## src/rtl/pwm_quad_pkg.sv

```systemverilog
`timescale 1ns/1ps
package pwm_quad_pkg;
  // global write addresses (data carries a channel mask)
  localparam int ADR_START    = 0;
  localparam int ADR_STOP     = 1;
  localparam int ADR_FLAG_CLR = 2;
  // first per-channel block; each channel owns four consecutive addresses
  localparam int CH_BASE      = 8;
  localparam logic [1:0] OFS_MODE   = 2'd0;
  localparam logic [1:0] OFS_PERIOD = 2'd1;
  localparam logic [1:0] OFS_DUTY   = 2'd2;
  localparam logic [1:0] OFS_STAGE  = 2'd3;

  typedef struct packed {
    logic       upd_to_period; // bit 6
    logic       pol;           // bit 5
    logic       center;        // bit 4
    logic [3:0] div_sel;       // bits 3:0
  } mode_t;

  localparam int MODE_W = $bits(mode_t);
endpackage

```

## src/rtl/pwm_prescaler.sv

```systemverilog
`timescale 1ns/1ps
module pwm_prescaler #(
  parameter int DIV_STEPS = 11
) (
  input  logic                 clk,
  input  logic                 rst_n,
  output logic [DIV_STEPS-1:0] tick_vec
);
  localparam int CW = (DIV_STEPS > 1) ? DIV_STEPS - 1 : 1;

  logic [CW-1:0] div_q;

  always_ff @(posedge clk) begin
    if (!rst_n) div_q <= '0;
    else        div_q <= div_q + CW'(1);
  end

  assign tick_vec[0] = 1'b1;

  // tick n fires when the low n bits of the free-running count are all ones
  generate
    for (genvar k = 1; k < DIV_STEPS; k++) begin : g_tick
      assign tick_vec[k] = &div_q[k-1:0];
    end
  endgenerate

  generate
    if (DIV_STEPS > 1) begin : g_chk
      AST_SLOW_TICK_SINGLE: assert property (@(posedge clk) disable iff (!rst_n)
        tick_vec[DIV_STEPS-1] |=> !tick_vec[DIV_STEPS-1]);
    end
  endgenerate
endmodule

```

## src/rtl/pwm_channel.sv

```systemverilog
`timescale 1ns/1ps
module pwm_channel
  import pwm_quad_pkg::*;
#(
  parameter int CNT_W     = 16,
  parameter int DIV_STEPS = 11
) (
  input  logic                 clk,
  input  logic                 rst_n,
  input  logic [DIV_STEPS-1:0] tick_vec,
  input  logic                 wr_mode,
  input  logic                 wr_period,
  input  logic                 wr_duty,
  input  logic                 wr_stage,
  input  logic [CNT_W-1:0]     wr_data,
  input  logic                 start,
  input  logic                 stop,
  output logic                 pwm_o,
  output logic                 period_end,
  output logic                 running
);
  localparam logic [3:0]       SEL_MAX = 4'(DIV_STEPS - 1);
  localparam logic [CNT_W-1:0] ONE     = CNT_W'(1);

  mode_t            mode_q;
  logic [CNT_W-1:0] period_q, duty_q, cnt_q, stage_q;
  logic             pend_q, en_q, down_q;

  logic [3:0]       sel_eff;
  logic             tick, step, ev;
  logic [CNT_W-1:0] cnt_d;
  logic             down_d;

  function automatic logic [CNT_W-1:0] at_least_one(input logic [CNT_W-1:0] v);
    return (v == '0) ? ONE : v;
  endfunction

  function automatic logic [CNT_W-1:0] lesser(input logic [CNT_W-1:0] a,
                                              input logic [CNT_W-1:0] b);
    return (a < b) ? a : b;
  endfunction

  // divider selection, clamped to the slowest tick
  always_comb begin
    sel_eff = (mode_q.div_sel > SEL_MAX) ? SEL_MAX : mode_q.div_sel;
    tick    = tick_vec[sel_eff];
    step    = en_q & tick;
  end

  // next count and period-end detection
  always_comb begin
    cnt_d  = cnt_q;
    down_d = down_q;
    ev     = 1'b0;
    if (step) begin
      if (!mode_q.center) begin
        if (cnt_q >= period_q - ONE) begin
          cnt_d = '0;
          ev    = 1'b1;
        end else begin
          cnt_d = cnt_q + ONE;
        end
      end else if (!down_q) begin
        if (cnt_q >= period_q) begin
          if (cnt_q <= ONE) begin
            cnt_d = '0;
            ev    = 1'b1;
          end else begin
            cnt_d  = cnt_q - ONE;
            down_d = 1'b1;
          end
        end else begin
          cnt_d = cnt_q + ONE;
        end
      end else begin
        if (cnt_q <= ONE) begin
          cnt_d  = '0;
          down_d = 1'b0;
          ev     = 1'b1;
        end else begin
          cnt_d = cnt_q - ONE;
        end
      end
    end
  end

  // run state and counter
  always_ff @(posedge clk) begin
    if (!rst_n) begin
      en_q   <= 1'b0;
      cnt_q  <= '0;
      down_q <= 1'b0;
    end else if (start && !en_q) begin
      en_q   <= 1'b1;
      cnt_q  <= '0;
      down_q <= 1'b0;
    end else if (stop) begin
      en_q   <= 1'b0;
      cnt_q  <= '0;
      down_q <= 1'b0;
    end else begin
      cnt_q  <= cnt_d;
      down_q <= down_d;
    end
  end

  // settings: direct writes while stopped, staged transfer at period end
  always_ff @(posedge clk) begin
    if (!rst_n) begin
      mode_q   <= '0;
      period_q <= ONE;
      duty_q   <= '0;
    end else if (!en_q) begin
      if (wr_mode)   mode_q <= mode_t'(wr_data[MODE_W-1:0]);
      if (wr_period) begin
        period_q <= at_least_one(wr_data);
        duty_q   <= lesser(duty_q, at_least_one(wr_data));
      end
      if (wr_duty)   duty_q <= lesser(wr_data, period_q);
    end else if (ev && pend_q) begin
      if (mode_q.upd_to_period) begin
        period_q <= at_least_one(stage_q);
        duty_q   <= lesser(duty_q, at_least_one(stage_q));
      end else begin
        duty_q   <= lesser(stage_q, period_q);
      end
    end
  end

  // staging register: last write wins, consumed at period end
  always_ff @(posedge clk) begin
    if (!rst_n) begin
      pend_q  <= 1'b0;
      stage_q <= '0;
    end else if (wr_stage) begin
      pend_q  <= 1'b1;
      stage_q <= wr_data;
    end else if (ev) begin
      pend_q  <= 1'b0;
    end
  end

  assign running    = en_q;
  assign period_end = ev;
  assign pwm_o      = en_q ? ((cnt_q < duty_q) ? mode_q.pol : ~mode_q.pol) : mode_q.pol;

  AST_DUTY_LE_PERIOD: assert property (@(posedge clk) disable iff (!rst_n)
    duty_q <= period_q);
  AST_PERIOD_NONZERO: assert property (@(posedge clk) disable iff (!rst_n)
    period_q != '0);
  AST_MODE_FROZEN: assert property (@(posedge clk) disable iff (!rst_n)
    (en_q && $past(en_q)) |-> $stable(mode_q));
  AST_TIMING_FROZEN: assert property (@(posedge clk) disable iff (!rst_n)
    (en_q && $past(en_q) && !$past(ev)) |-> ($stable(period_q) && $stable(duty_q)));
  AST_EDGE_RANGE: assert property (@(posedge clk) disable iff (!rst_n)
    (en_q && !mode_q.center) |-> (cnt_q < period_q));
  AST_CENTER_RANGE: assert property (@(posedge clk) disable iff (!rst_n)
    (en_q && mode_q.center) |-> (cnt_q <= period_q));
  AST_STAGE_CONSUMED: assert property (@(posedge clk) disable iff (!rst_n)
    (ev && !wr_stage) |=> !pend_q);
endmodule

```

## src/rtl/pwm_quad.sv

```systemverilog
`timescale 1ns/1ps
module pwm_quad
  import pwm_quad_pkg::*;
#(
  parameter int NUM_CH    = 4,
  parameter int CNT_W     = 16,
  parameter int DIV_STEPS = 11,
  parameter int ADDR_W    = 5
) (
  input  logic              clk,
  input  logic              rst_n,
  input  logic              wr_en,
  input  logic [ADDR_W-1:0] wr_addr,
  input  logic [CNT_W-1:0]  wr_data,
  output logic [NUM_CH-1:0] pwm_o,
  output logic [NUM_CH-1:0] pe_flag
);
  localparam int BLK_W = ADDR_W - 2;

  logic [DIV_STEPS-1:0] tick_vec;
  logic [NUM_CH-1:0]    mask, running, pe;
  logic                 start_wr, stop_wr, clr_wr;

  assign mask     = wr_data[NUM_CH-1:0];
  assign start_wr = wr_en && (wr_addr == ADDR_W'(ADR_START));
  assign stop_wr  = wr_en && (wr_addr == ADDR_W'(ADR_STOP));
  assign clr_wr   = wr_en && (wr_addr == ADDR_W'(ADR_FLAG_CLR));

  pwm_prescaler #(.DIV_STEPS(DIV_STEPS)) presc_i (
    .clk      (clk),
    .rst_n    (rst_n),
    .tick_vec (tick_vec)
  );

  generate
    for (genvar g = 0; g < NUM_CH; g++) begin : g_ch
      logic hit;
      assign hit = wr_en && (wr_addr[ADDR_W-1:2] == BLK_W'(CH_BASE / 4 + g));

      pwm_channel #(.CNT_W(CNT_W), .DIV_STEPS(DIV_STEPS)) ch_i (
        .clk        (clk),
        .rst_n      (rst_n),
        .tick_vec   (tick_vec),
        .wr_mode    (hit && (wr_addr[1:0] == OFS_MODE)),
        .wr_period  (hit && (wr_addr[1:0] == OFS_PERIOD)),
        .wr_duty    (hit && (wr_addr[1:0] == OFS_DUTY)),
        .wr_stage   (hit && (wr_addr[1:0] == OFS_STAGE)),
        .wr_data    (wr_data),
        .start      (start_wr && mask[g]),
        .stop       (stop_wr && mask[g]),
        .pwm_o      (pwm_o[g]),
        .period_end (pe[g]),
        .running    (running[g])
      );
    end
  endgenerate

  // sticky flags; a new period end beats a same-edge clear
  always_ff @(posedge clk) begin
    if (!rst_n) pe_flag <= '0;
    else        pe_flag <= (pe_flag & ~(clr_wr ? mask : '0)) | pe;
  end

  AST_START_TOGETHER: assert property (@(posedge clk) disable iff (!rst_n)
    start_wr |=> ((running & $past(mask)) == $past(mask)));
  AST_STOP_MASKED: assert property (@(posedge clk) disable iff (!rst_n)
    stop_wr |=> ((running & $past(mask)) == '0));
  AST_FLAG_SET: assert property (@(posedge clk) disable iff (!rst_n)
    (|pe) |=> ((pe_flag & $past(pe)) == $past(pe)));
  AST_FLAG_HOLD: assert property (@(posedge clk) disable iff (!rst_n)
    !clr_wr |=> ((pe_flag & $past(pe_flag)) == $past(pe_flag)));
endmodule

```

## config.mk

```make
export PLATFORM = sky130hd
export DESIGN_NAME = pwm_quad
export DESIGN_NICKNAME = d
export VERILOG_FILES = /design/src/rtl/pwm_quad_pkg.sv /design/src/rtl/pwm_prescaler.sv /design/src/rtl/pwm_channel.sv /design/src/rtl/pwm_quad.sv
export SDC_FILE = /design/constraint.sdc
export NUM_CORES = 2
export LEC_CHECK = 0
export ABC_AREA = 1
export BUFFER_PORTS_ARGS = -buffer_cell sky130_fd_sc_hd__buf_4
export CAP_MARGIN = 25
export CORE_ASPECT_RATIO = 1.5
export CORE_UTILIZATION = 50
export DETAILED_ROUTE_END_ITERATION = 8
export GPL_TIMING_DRIVEN = 1
export PLACE_DENSITY_LB_ADDON = 0.05
export SLEW_MARGIN = 20
export SYNTH_ARGS = -nofsm -noshare
export SYNTH_HDL_FRONTEND = slang
export SYNTH_SLANG_ARGS = --single-unit
```

## constraint.sdc

```tcl
create_clock -name clk -period 7.45 [get_ports clk]
set_input_delay 0.3725 -clock clk [delete_from_list [all_inputs] [get_ports clk]]
set_output_delay 0.3725 -clock clk [all_outputs]
set_load 0.01 [all_outputs]
```

==> key figures <==
Status
  – Status: finished clean

STA
  – Fmax: 0.215 GHz
  – Skew final: 0.0152 ns
  – Setup-failing EPs final: 0
  – Setup ws final: 2.79 ns
  – Final hold violation count: 0
  – Post-route setup TNS: 0 ns
  – Final min period: roughly 4.7 ns
  – Max-slew violation total from the final report: 0
  – Tightest Pin Transition: around 1.0 ns
  – Fin crit share: 0.625
  – Relative slew margins: 0.319
  – RSZ-0062 raised after global routing: false

Clocking
  – Post-CTS resize count: 0
  – Clk sinks: 310
  – Max clock buf depth: 3
  – Hold_buf cts: 0
  – Clock slew at reported path FFs: 0.06 ns
  – Worst skew pair latency: 0.58 ns
  – CTS Root Cell: clkbuf_16
  – Number of H-tree levels: 2
  – CTS tree: done
  – Post-CTS setup buffers: 0
  – Num CTS Buffers: 39

Die
  – IO Pins: 32
  – Initial core utilization: 0.506
  – Die height: 304 µm
  – Core ar.: approximately 60000 µm²
  – # rows: between 100 and 150
  – Die area: 61900 µm²
  – Die width: 204 µm

Logic synthesis
  – Yosys cell types: 62
  – Cell area after synthesis: roughly 30000 µm²
  – Ys Warns: 0
  – Top_reg_cell synth: dfxtp_1
  – Async set or reset register ratio after synthesis: 0
  – Seq/Total Area, Yosys: 0.204
  – Largest cells by area after synthesis: dfxtp_1, ha_1, nand2_1
  – Top-area cell type share of the netlist area: 0.204
  – Number of synthesized flops with an enable pin: 0
  – Post-Syn Area per Cell: 6.38 µm²
  – Cell taking the most area after synthesis: dfxtp_1
  – Post-synth net total: about 5.2k
  – Syn Inst Count: 4774
  – FF+latch count, synth: slightly above 300

Final layout
  – Antenna cells: 0
  – Layout cell share with drive strength beyond 1: 0.0410
  – Area grow syn2layout: 6.31%
  – Nets@finish: 5158

Placement
  – Detailed Place HPWL: a little under 80000 µm
  – Number of buffers added on ports: 31
  – Routability congestion estimate: 0.942
  – Place WS: 2.93 ns

Global route
  – Grt total ovfl: 0
  – Vias in the first global route: 29.9k
  – Antenna violations before repair: 0
  – Pin count of the biggest net entering global routing: 103
  – GR Util All Layers: 0.343
  – First-pass GRT wire length: 167000 µm

Power and ir drop
  – Psw: 1.43 mW
  – Leakage: roughly 15 nW
  – Clk pwr share: 0.460
  – Sequential Power Share: 0.373
  – Comb power frac: 0.167
  – Switching Share: 0.310
  – Power per cell area: 142 nW/µm²
  – Peak VDD IR: 0.139 mV
  – Int Pwr: 3.18 mW

Critical path
  – Slowest CP cell: nand2_1
  – Crit Path Class: reg -> reg
  – CP top delay family: simple AND/OR/NAND/NOR gates
  – CP startpoint kind: flop
  – Cell Chain, Critical Path: inv_1 > ha_1 > nand3_1 > nor2_1 > inv_1 > nor2_1 > nand4_1 > nor2_1 > xor2_1 > inv_1 > ha_1 > nand2_1 > nor4_1 > nand2_1 > nand3_1 > nor2_1 > nor2_1 > nand3_1 > nand2_1 > nand2_1 > o21ai_0 > a21oi_1
  – Most frequent CP cell: nor2_1
  – Crit path DAT: 5.09 ns
  – CP Max Fanout: 29
  – Critical path's largest stage delay: between 0.5 and 0.6 ns
  – Crit end category: flop
  – Critical Path RT: roughly 8 ns
  – Buf/Inv on CP: 3

Route
  – # DRC: 0
  – Via/cell ratio: 5.78
  – Routed WL per cell: between 15 and 20 µm
  – First-pass DRT Iterations: 6
  – Drt first-iter violations: 2533
  – Post-Route WL: 107000 µm
  – Vias: 31.8k
  – Routed Antenna Nets: 0

Run
  – Max Cap Viol: 0

Worst hold path
  – Worst Hold Class: in -> reg
-- through the flow --
step | instances | area [µm²] | util | power (mW) | hold WS [ns]
final | 5497 | 32400 | 0.538 | 4.60 | 0.294
after global routing | 5497 | 32400 | 0.538 | 4.77 | 0.291
after CTS | 5493 | 32300 | 0.537 | 4.62 | 0.270
after detailed placement | 5425 | 30900 | 0.515 | 2.51 | 0.456
after global placement | 5424 | 30900 | 0.514 | 2.51 | 0.447
after floorplan | 4774 | 30500 | - | 2.25 | 0.436
-- state kept, by name, indices dropped and copies added, names as in the netlist --
| signal | cells |
|---|---|
| g_ch.ch_i.running | 4 |
| g_ch.ch_i.pend_q | 4 |
| g_ch.ch_i.down_q | 4 |
| g_ch.ch_i.mode_q | 28 |
| presc_i.div_q | 10 |
| g_ch.ch_i.stage_q | 64 |
| pe_flag | 4 |
| g_ch.ch_i.cnt_q | 64 |
| g_ch.ch_i.period_q | 64 |
| g_ch.ch_i.duty_q | 64 |
-- cell families (layout without fill, tap and decap cells) --
| group | after synthesis | count (layout) | share of synthesized area |
|---|---|---|---|
| compound gates | 1086 | 1086 | 0.192 |
| buf+inv | 737 | 676 | 0.0976 |
| fa+ha+maj | 448 | 448 | 0.184 |
| simple gates | 2077 | 2077 | 0.289 |
| xor+xnor | 116 | 116 | 0.0334 |
| flops | 310 | 310 | 0.204 |
-- routing by layer --
layer  up-vias  wire length, µm  global-route usage
li1      15900                -                   -
met5         -                0                   0
met3       314             5670              0.0391
met2      1071            51400               0.594
met4         0             6830               0.202
met1     14500            43500               0.405
-- synth_stat cells, types with 32 or more instances --
| master | number |
|---|---|
| nand4_1 | 45 |
| nor3_1 | 69 |
| clkbuf_1 | 102 |
| a211oi_1 | 32 |
| nand2_1 | 1079 |
| nor2_1 | 411 |
| dfxtp_1 | 310 |
| a21oi_1 | 564 |
| nand3_1 | 397 |
| ha_1 | 448 |
| buf_2 | 54 |
| inv_1 | 521 |
| xor2_1 | 105 |
| o21ai_0 | 350 |
-- tightest hold or removal path, cell delays in order --
cell and delay, ns:
buf_4 0.21, o21ai_0 0.18, a21oi_1 0.05
-- power groups by stage --
stage / Clock (mW) / Combinational [mW] / Sequential [mW]
2_1_floorplan: 0 / 0.518 / 1.74
3_3_place_gp: 0 / 0.753 / 1.75
3_5_place_dp: 0 / 0.758 / 1.75
4_1_cts: 2.14 / 0.761 / 1.72
5_1_grt: 2.19 / 0.860 / 1.72
6_report: 2.12 / 0.771 / 1.72
-- final cells by class --
type                       instances  area, µm²
fill                            6304      27800
clock inverter                    15        238
sequential                       310       6210
multi-input combinational       3727      21300
tap                              784        981
inverter                         549       2070
clock buffer                      53       1130
timing repair buffer              59        470
-- path summary, 6_finish.rpt --
check	start	endpoint	cells after the start	slack, ns
max	g_ch[0].ch_i.period_q[0]$_SDFFE_PN1P_	g_ch[0].ch_i.period_q[1]$_SDFFE_PN0P_	22	2.79
min	wr_data[13]	g_ch[3].ch_i.stage_q[13]$_SDFFE_PN0P_	3	0.29
max reg2reg	g_ch[0].ch_i.period_q[0]$_SDFFE_PN1P_	g_ch[0].ch_i.period_q[1]$_SDFFE_PN0P_	22	2.79
min reg2reg	g_ch[3].ch_i.mode_q[5]$_SDFFE_PN0P_	g_ch[3].ch_i.mode_q[5]$_SDFFE_PN0P_	2	0.46
-- layout by cell type, fill, tap and decap left out, types with 4 or more instances in the layout --
master     instances
a31oi_1           18
nor3_2            11
a21boi_0           4
clkinv_1          11
nand3b_1           8
clkinv_2           7
a21oi_1          564
or2_2              5
nand2_2           12
nand3_1          397
buf_4             53
o31ai_1            8
inv_2             15
nor4_1            20
clkbuf_8           6
bufinv_16          6
a211oi_1          32
clkbuf_16         41
xor2_1           105
dfxtp_1          310
o21ai_1           26
nand2_1         1078
o211ai_1          19
nor2_2             7
o21ai_0          350
xnor2_1           11
nand4_1           45
inv_1            521
nor2_1           411
ha_1             448
clkbuf_1           6
o221a_2            5
a221oi_1          19
o21a_1            18
nor3_1            68
Note: power is estimated with default switching activity, not from simulation.
